**src/rtl/useq_pkg.sv**
```systemverilog
package useq_pkg;

    typedef enum logic [1:0] {
        ST_IDLE  = 2'd0,
        ST_RUN   = 2'd1,
        ST_DRAIN = 2'd2
    } useq_state_e;

    // flag bit positions inside the upper instruction word
    localparam int unsigned FLG_IMM  = 31;
    localparam int unsigned FLG_END  = 30;
    localparam int unsigned FLG_DBG  = 28;
    localparam int unsigned FLG_TRAP = 27;

    // status bit positions
    localparam int unsigned STAT_RUN  = 0;
    localparam int unsigned STAT_DBG  = 1;
    localparam int unsigned STAT_TRAP = 2;

    typedef struct packed {
        logic imm;
        logic fin;
        logic dbg;
        logic trap;
    } up_flags_t;

endpackage

```
**src/rtl/useq_flag_decode.sv**
```systemverilog
module useq_flag_decode
    import useq_pkg::*;
(
    input  logic [31:0] up_word,
    input  logic        issue,
    input  logic        dbg_en,
    input  logic        trap_en,
    output up_flags_t   flags,
    output logic        dbg_hit,
    output logic        trap_hit
);

    logic unused_up_bits;

    always_comb begin
        flags.imm  = up_word[FLG_IMM];
        flags.fin  = up_word[FLG_END];
        flags.dbg  = up_word[FLG_DBG];
        flags.trap = up_word[FLG_TRAP];
        dbg_hit    = issue & flags.dbg & dbg_en;
        trap_hit   = issue & flags.trap & trap_en;
    end

    assign unused_up_bits = ^{up_word[29], up_word[26:0]};

endmodule

```
**src/rtl/useq_slot_check.sv**
```systemverilog
module useq_slot_check #(
    parameter int unsigned IDX_W    = 5,
    parameter int unsigned RD_PORTS = 2
) (
    input  logic                      issue,
    input  logic                      imm,
    input  logic [IDX_W-1:0]          up_wr_idx,
    input  logic [IDX_W-1:0]          lo_wr_idx,
    input  logic [RD_PORTS*IDX_W-1:0] lo_rd_idx,
    output logic                      lo_valid,
    output logic                      lo_wr_kill,
    output logic [RD_PORTS-1:0]       lo_rd_old
);

    logic up_writes;

    assign up_writes  = (up_wr_idx != '0);
    assign lo_valid   = issue & ~imm;
    assign lo_wr_kill = lo_valid & up_writes & (lo_wr_idx == up_wr_idx);

    for (genvar k = 0; k < RD_PORTS; k++) begin : g_rd
        assign lo_rd_old[k] = lo_valid & up_writes
                            & (lo_rd_idx[k*IDX_W +: IDX_W] == up_wr_idx);
    end

endmodule

```
**src/rtl/useq_branch_ctl.sv**
```systemverilog
module useq_branch_ctl #(
    parameter int unsigned ADDR_W = 14
) (
    input  logic              clk,
    input  logic              rst,
    input  logic              clr,
    input  logic              issue,
    input  logic              take,
    input  logic [ADDR_W-1:0] tgt,
    output logic              redirect,
    output logic [ADDR_W-1:0] redirect_pc,
    output logic              pend_next
);

    logic [1:0]        cnt_q,  cnt_a,  cnt_n;
    logic [ADDR_W-1:0] bpc_q,  bpc_a,  bpc_n;
    logic              dly_q,  dly_a,  dly_n;
    logic [ADDR_W-1:0] dpc_q,  dpc_a,  dpc_n;
    logic              apply;

    always_comb begin
        cnt_a = cnt_q;
        bpc_a = bpc_q;
        dly_a = dly_q;
        dpc_a = dpc_q;
        if (take) begin
            if (cnt_q == 2'd0) begin
                cnt_a = 2'd2;
                bpc_a = tgt;
            end else begin
                dly_a = 1'b1;
                dpc_a = tgt;
            end
        end
        cnt_n = cnt_a;
        bpc_n = bpc_a;
        dly_n = dly_a;
        dpc_n = dpc_a;
        apply = 1'b0;
        if (cnt_a != 2'd0) begin
            cnt_n = cnt_a - 2'd1;
            if (cnt_a == 2'd1) begin
                apply = 1'b1;
                if (dly_a) begin
                    cnt_n = 2'd2;
                    bpc_n = dpc_a;
                    dly_n = 1'b0;
                end
            end
        end
    end

    assign redirect    = issue & apply;
    assign redirect_pc = bpc_a;
    assign pend_next   = (cnt_n != 2'd0);

    always_ff @(posedge clk) begin
        if (rst || clr) begin
            cnt_q <= '0;
            bpc_q <= '0;
            dly_q <= 1'b0;
            dpc_q <= '0;
        end else if (issue) begin
            cnt_q <= cnt_n;
            bpc_q <= bpc_n;
            dly_q <= dly_n;
            dpc_q <= dpc_n;
        end
    end

endmodule

```
**src/rtl/useq_end_ctl.sv**
```systemverilog
module useq_end_ctl (
    input  logic clk,
    input  logic rst,
    input  logic clr,
    input  logic issue,
    input  logic fin,
    input  logic halt,
    output logic expire
);

    logic [1:0] cnt_q, cnt_a, cnt_n;

    always_comb begin
        cnt_a = cnt_q;
        if (fin)  cnt_a = 2'd2;
        if (halt) cnt_a = 2'd1;
        cnt_n = (cnt_a != 2'd0) ? cnt_a - 2'd1 : 2'd0;
    end

    assign expire = issue & (cnt_a == 2'd1);

    always_ff @(posedge clk) begin
        if (rst || clr) begin
            cnt_q <= '0;
        end else if (issue) begin
            cnt_q <= cnt_n;
        end
    end

endmodule

```
**src/rtl/useq_ctrl.sv**
```systemverilog
module useq_ctrl
    import useq_pkg::*;
#(
    parameter int unsigned       ADDR_W   = 14,
    parameter logic [ADDR_W-1:0] PC_MASK  = {{(ADDR_W-3){1'b1}}, 3'b000},
    parameter int unsigned       IDX_W    = 5,
    parameter int unsigned       RD_PORTS = 2
) (
    input  logic                      clk,
    input  logic                      rst,
    input  logic                      start_i,
    input  logic [ADDR_W-1:0]         start_pc_i,
    input  logic                      dbg_en_i,
    input  logic                      trap_en_i,
    output logic [ADDR_W-1:0]         fetch_addr_o,
    input  logic [63:0]               fetch_data_i,
    input  logic                      br_take_i,
    input  logic [ADDR_W-1:0]         br_tgt_i,
    input  logic [IDX_W-1:0]          up_wr_idx_i,
    input  logic [IDX_W-1:0]          lo_wr_idx_i,
    input  logic [RD_PORTS*IDX_W-1:0] lo_rd_idx_i,
    output logic                      up_valid_o,
    output logic                      lo_valid_o,
    output logic                      lo_wr_kill_o,
    output logic [RD_PORTS-1:0]       lo_rd_old_o,
    output logic                      imm_load_o,
    output logic [31:0]               imm_data_o,
    output logic                      irq_o,
    output logic [2:0]                status_o
);

    localparam logic [ADDR_W-1:0] PAIR_BYTES = ADDR_W'(8);

    useq_state_e       state_q, state_n;
    logic [ADDR_W-1:0] pc_q;
    logic              run_q, dbg_q, trap_q, irq_q;
    logic              issue, launch;
    up_flags_t         flags;
    logic              dbg_hit, trap_hit;
    logic              redirect;
    logic [ADDR_W-1:0] redirect_pc;
    logic              pend_next;
    logic              expire;

    // ---------------- state register
    always_ff @(posedge clk) begin
        if (rst) state_q <= ST_IDLE;
        else     state_q <= state_n;
    end

    // ---------------- transitions
    always_comb begin
        state_n = state_q;
        unique case (state_q)
            ST_IDLE:  if (start_i) state_n = ST_RUN;
            ST_RUN:   if (expire)  state_n = pend_next ? ST_DRAIN : ST_IDLE;
            ST_DRAIN: state_n = ST_IDLE;
            default:  state_n = ST_IDLE;
        endcase
    end

    // ---------------- per-state outputs
    always_comb begin
        issue  = 1'b0;
        launch = 1'b0;
        unique case (state_q)
            ST_IDLE:  launch = start_i;
            ST_RUN:   issue  = 1'b1;
            ST_DRAIN: issue  = 1'b1;
            default:  issue  = 1'b0;
        endcase
    end

    useq_flag_decode u_flags (
        .up_word  (fetch_data_i[63:32]),
        .issue    (issue),
        .dbg_en   (dbg_en_i),
        .trap_en  (trap_en_i),
        .flags    (flags),
        .dbg_hit  (dbg_hit),
        .trap_hit (trap_hit)
    );

    useq_slot_check #(.IDX_W(IDX_W), .RD_PORTS(RD_PORTS)) u_slots (
        .issue      (issue),
        .imm        (flags.imm),
        .up_wr_idx  (up_wr_idx_i),
        .lo_wr_idx  (lo_wr_idx_i),
        .lo_rd_idx  (lo_rd_idx_i),
        .lo_valid   (lo_valid_o),
        .lo_wr_kill (lo_wr_kill_o),
        .lo_rd_old  (lo_rd_old_o)
    );

    useq_branch_ctl #(.ADDR_W(ADDR_W)) u_branch (
        .clk         (clk),
        .rst         (rst),
        .clr         (launch),
        .issue       (issue),
        .take        (br_take_i & lo_valid_o),
        .tgt         (br_tgt_i),
        .redirect    (redirect),
        .redirect_pc (redirect_pc),
        .pend_next   (pend_next)
    );

    useq_end_ctl u_end (
        .clk    (clk),
        .rst    (rst),
        .clr    (launch),
        .issue  (issue),
        .fin    (flags.fin),
        .halt   (dbg_hit | trap_hit),
        .expire (expire)
    );

    // ---------------- program counter
    always_ff @(posedge clk) begin
        if (rst) begin
            pc_q <= '0;
        end else if (launch) begin
            pc_q <= start_pc_i & PC_MASK;
        end else if (issue) begin
            pc_q <= redirect ? (redirect_pc & PC_MASK)
                             : ((pc_q + PAIR_BYTES) & PC_MASK);
        end
    end

    // ---------------- status and interrupt
    always_ff @(posedge clk) begin
        if (rst) begin
            run_q  <= 1'b0;
            dbg_q  <= 1'b0;
            trap_q <= 1'b0;
            irq_q  <= 1'b0;
        end else begin
            irq_q <= dbg_hit | trap_hit;
            if (launch) begin
                run_q  <= 1'b1;
                dbg_q  <= 1'b0;
                trap_q <= 1'b0;
            end else begin
                if (expire)   run_q  <= 1'b0;
                if (dbg_hit)  dbg_q  <= 1'b1;
                if (trap_hit) trap_q <= 1'b1;
            end
        end
    end

    assign fetch_addr_o        = pc_q;
    assign up_valid_o          = issue;
    assign imm_load_o          = issue & flags.imm;
    assign imm_data_o          = fetch_data_i[31:0];
    assign irq_o               = irq_q;
    assign status_o[STAT_RUN]  = run_q;
    assign status_o[STAT_DBG]  = dbg_q;
    assign status_o[STAT_TRAP] = trap_q;

endmodule

```
**config.mk**
```make
export PLATFORM = sky130hd
export DESIGN_NAME = useq_ctrl
export DESIGN_NICKNAME = d
export VERILOG_FILES = /design/src/rtl/useq_pkg.sv /design/src/rtl/useq_flag_decode.sv /design/src/rtl/useq_slot_check.sv /design/src/rtl/useq_branch_ctl.sv /design/src/rtl/useq_end_ctl.sv /design/src/rtl/useq_ctrl.sv
export SDC_FILE = /design/constraint.sdc
export NUM_CORES = 1
export LEC_CHECK = 0
export BUFFER_PORTS_ARGS = -buffer_cell sky130_fd_sc_hd__buf_4
export CAP_MARGIN = 30
export CORE_UTILIZATION = 47
export CTS_CLUSTER_SIZE = 30
export DETAILED_ROUTE_END_ITERATION = 10
export PLACE_DENSITY = 0.87
export SLEW_MARGIN = 20
export SYNTH_ARGS = -nofsm -noshare
export SYNTH_HDL_FRONTEND = slang
export SYNTH_SLANG_ARGS = --single-unit
```
**constraint.sdc**
```tcl
create_clock -name clk -period 5.5 [get_ports clk]
set_clock_uncertainty 0.05 [all_clocks]
set_input_delay 0.55 -clock clk [delete_from_list [all_inputs] [get_ports clk]]
set_output_delay 0.55 -clock clk [all_outputs]
set_load 0.02 [all_outputs]
```
==> flow_summary_export.csv <==
group,metric,value,unit
run_status,status,"finished clean",
setup_path,cp-start-kind,"register",
setup_path,critPathKind,"reg2out",
layout,final_nets,479,
pwr,p_per_area,245,nW/um2
clocking,ctsHoldBuffers,0,
timing,tightest_slew,821,ps
synthesis,synth_top_family_by_area,"compound AO/OA/AOI/OAI gates",
synthesis,synth_adder_area_share,2.22,%
synthesis,synth-compound-area-share,19.7,%
setup_path,cp-end-kind,"output port",
synthesis,ys_top_cells_by_area,"dfxtp_1 (31%), buf_4 (10%), mux2i_1 (8.2%), o221ai_2 (5.3%), a21oi_1 (4.1%)",
timing,holdWs,399,ps
timing,maxSlewViolCount,0,
global_routing,top_usage_layer,"met2",
synthesis,seq_area_frac_synth,31.3,%
floorplanning,die_h,79.4,um
global_routing,grtUsageMet1,27.2,%
job,drv_cap,0,
floorplanning,core.rowCount,27,
routing,drcViolationCount,0,
timing,fmax,0.278,GHz
timing,rsz0062_at_grt,"no",
layout,drive_gt1_share,28.0,%
synthesis,synthTopCellsByCount,"dfxtp_1 (44), buf_4 (39), nor2_1 (27), a21oi_1 (23), mux2i_1 (23)",
floorplanning,die-area,6300,um2
clocking,cts_inserted_buffers,5,
timing,hold_viol,0,
synthesis,syn_area_per_cell,8.61,um2
layout,n_antenna_cell,0,
setup_path,worstPathCellList,"inv_1 > ha_1 > inv_1 > nor2_1 > o21ai_0 > nor4_1 > buf_4",
setup_path,slowest_stage,"ha_1",
global_routing,grtUsageMet2,37.2,%
clocking,cts_resized,0,
synthesis,yosysTopAreaCell,"dfxtp_1",
routing,wl_per_cell,15.7,um
timing,post-route-period-util,65.4,%
timing,relSlewSlack,45.3,%
routing,via_per_inst,5.79,
layout,nFillCells,506,
setup_path,cp_num_buf_inv,3,
layout,fin_cells,429,
global_routing,grt_pass1_wl,11000,um
synthesis,synth_cell_types,49,
synthesis,async_flop_share,0,%
clocking,clock-root-buffer,"clkbuf_8",
global_routing,overflow,0,
setup_path,crit_arrival,3000,ps
clocking,clk_pin_slew_worst_paths,80,ps
setup_path,cp_max_fo,24,
clocking,tritoncts,"yes",
synthesis,synthSimpleGateAreaFrac,18.6,%
routing,first_pass_iters,4,
clocking,clkSinkCount,44,
floorplanning,die_w,79.4,um
synthesis,synth_ff_type,"dfxtp_1",
hold_path,min_path_type,"reg2reg",
timing,setup_viol,0,
timing,fin_crit,3600,ps
setup_path,crit_family,"adder cells",
synthesis,synth_edf_count,0,
floorplanning,core,5640,um2
global_routing,grt_pass1_vias,2377,
routing,drt_wl_total,6730,um
global_routing,grt_max_degree,25,
setup_path,crit_path_frequent_cell,"inv_1",
timing,tns,0,ps
synthesis,synth_mux_area_share,8.18,%
clocking,htreeDepth,2,
pwr,total_power,0.000786,W
floorplanning,initial_core_util,49.9,%
setup_path,max_stage_delay,820,ps
global_routing,grt.total_usage,22.1,%
place,port_buffers,72,
clocking,clk_latency,300,ps
synthesis,yosysMostFrequentCell,"dfxtp_1",
floorplanning,num_io_pins,174,
synthesis,synth_xor_area_share,5.29,%
pwr,p_leak,1.31,nW
synthesis,synthCells,327,
pwr,max-vdd-ir-drop,0.137,mV
place,hpwl,4920,um
clocking,postCtsSetupBuffers,0,
synthesis,synth_top_cell_area_share,31.3,%
routing,drtAntennaViolNets,0,
synthesis,synthesis.area,2810,um2
layout,area_growth,14.1,%
synthesis,ys_ff_latch,44,
clocking,clockBufferDepth,2,
global_routing,antenna_found_initial,0,
global_routing,grtUsageMet3,3.66,%
routing,dr_total_vias,2484,
place,numPlacedInstances,421,
synthesis,ys_warn_count,0,
place,place.gp.congestion,0.821,
routing,drt_iter0_markers,181,
setup_path,worstPathRequired,4900,ps
[cell type report]
cell class	count	area, um2	share of cell area, %
Clock inverter	3	46.3	1.44
Inverter	9	33.8	1.05
Tap cell	72	90.1	2.80
Clock buffer	5	68.8	2.14
Timing Repair Buffer	74	556	17.3
Sequential cell	44	881	27.4
Multi-Input combinational cell	222	1540	47.8
[logic make-up after synthesis]
family,count (synthesis)
simple gates,101
xor+xnor,17
other cells,1
compound gates,73
flops,44
fa+ha+maj,5
buf+inv,63
mux,23
[routing by layer]
layer,vias up,routed length [um]
li1,1197,-
met2,93,3250
met5,-,0
met4,0,121
met1,1175,2850
met3,19,506
[sequential cells by signal, summed over array words and instances (netlist names)]
| register | count |
|---|---|
| u_branch.dly_q | 1 |
| u_branch.dpc_q | 11 |
| fetch_addr_o | 11 |
| state_q | 2 |
| trap_q | 1 |
| u_end.cnt_q | 2 |
| u_branch.cnt_q | 2 |
| dbg_q | 1 |
| u_branch.bpc_q | 11 |
| irq_o | 1 |
| run_q | 1 |
[tightest hold or removal path: stages, from the launching register on]
cell     delay (ps)
dfxtp_1         320
nand2_1          60
a21oi_1          40
[final timing paths]
kind	to	slack [ps]	depth (start not counted)	startpoint
setup / recovery	lo_wr_kill_o	1900	7	state_q[0]$_SDFFE_PP0P_
hold / removal	u_end.cnt_q[1]$_SDFFE_PP0N_	400	2	u_end.cnt_q[1]$_SDFFE_PP0N_
setup reg to reg	u_branch.bpc_q[13]$_SDFFE_PP0N_	2650	6	state_q[0]$_SDFFE_PP0P_
hold reg to reg	u_end.cnt_q[1]$_SDFFE_PP0N_	400	2	u_end.cnt_q[1]$_SDFFE_PP0N_
[placed cells by master, fill, tap and decap left out, types with 2 or more instances in the layout]
cell type	count
dfxtp_1	44
nand2b_1	3
o21a_1	2
o22ai_1	3
buf_4	74
a211oi_1	2
nand2_1	21
nand3b_1	2
o211ai_1	5
and3_1	10
conb_1	3
inv_1	9
ha_1	5
a21oi_1	23
nor4_1	3
xnor2_1	11
or4_1	4
nor2_1	27
a31o_2	2
o21ai_0	8
a211o_1	2
nor2b_1	2
o31ai_1	2
a22oi_1	2
nor3_1	9
a31oi_1	3
o221ai_2	10
xor2_1	6
nand4_1	2
nand3_1	9
o32ai_1	3
clkbuf_8	5
mux2i_1	23
nor3b_1	2
[through the flow]
stage | worst slack [ps] | cell area, um2 | utilization (%)
2_1_floorplan | 2550 | 2820 | -
3_3_place_gp | 2380 | 3100 | 54.9
3_5_place_dp | 2300 | 3100 | 54.9
4_1_cts | 1960 | 3210 | 56.9
5_1_grt | 1630 | 3210 | 56.9
6_report | 1900 | 3210 | 56.9
[report_power, final]
group | total (W) | switching [W] | internal, W | leakage, nW
registers | 0.000346 | 0.0000156 | 0.000331 | 0.357
clock network | 0.000256 | 0.000119 | 0.000137 | 0.0548
logic | 0.000183 | 0.000104 | 0.0000798 | 0.894
No activity file was read; power rests on OpenSTA's default activity.
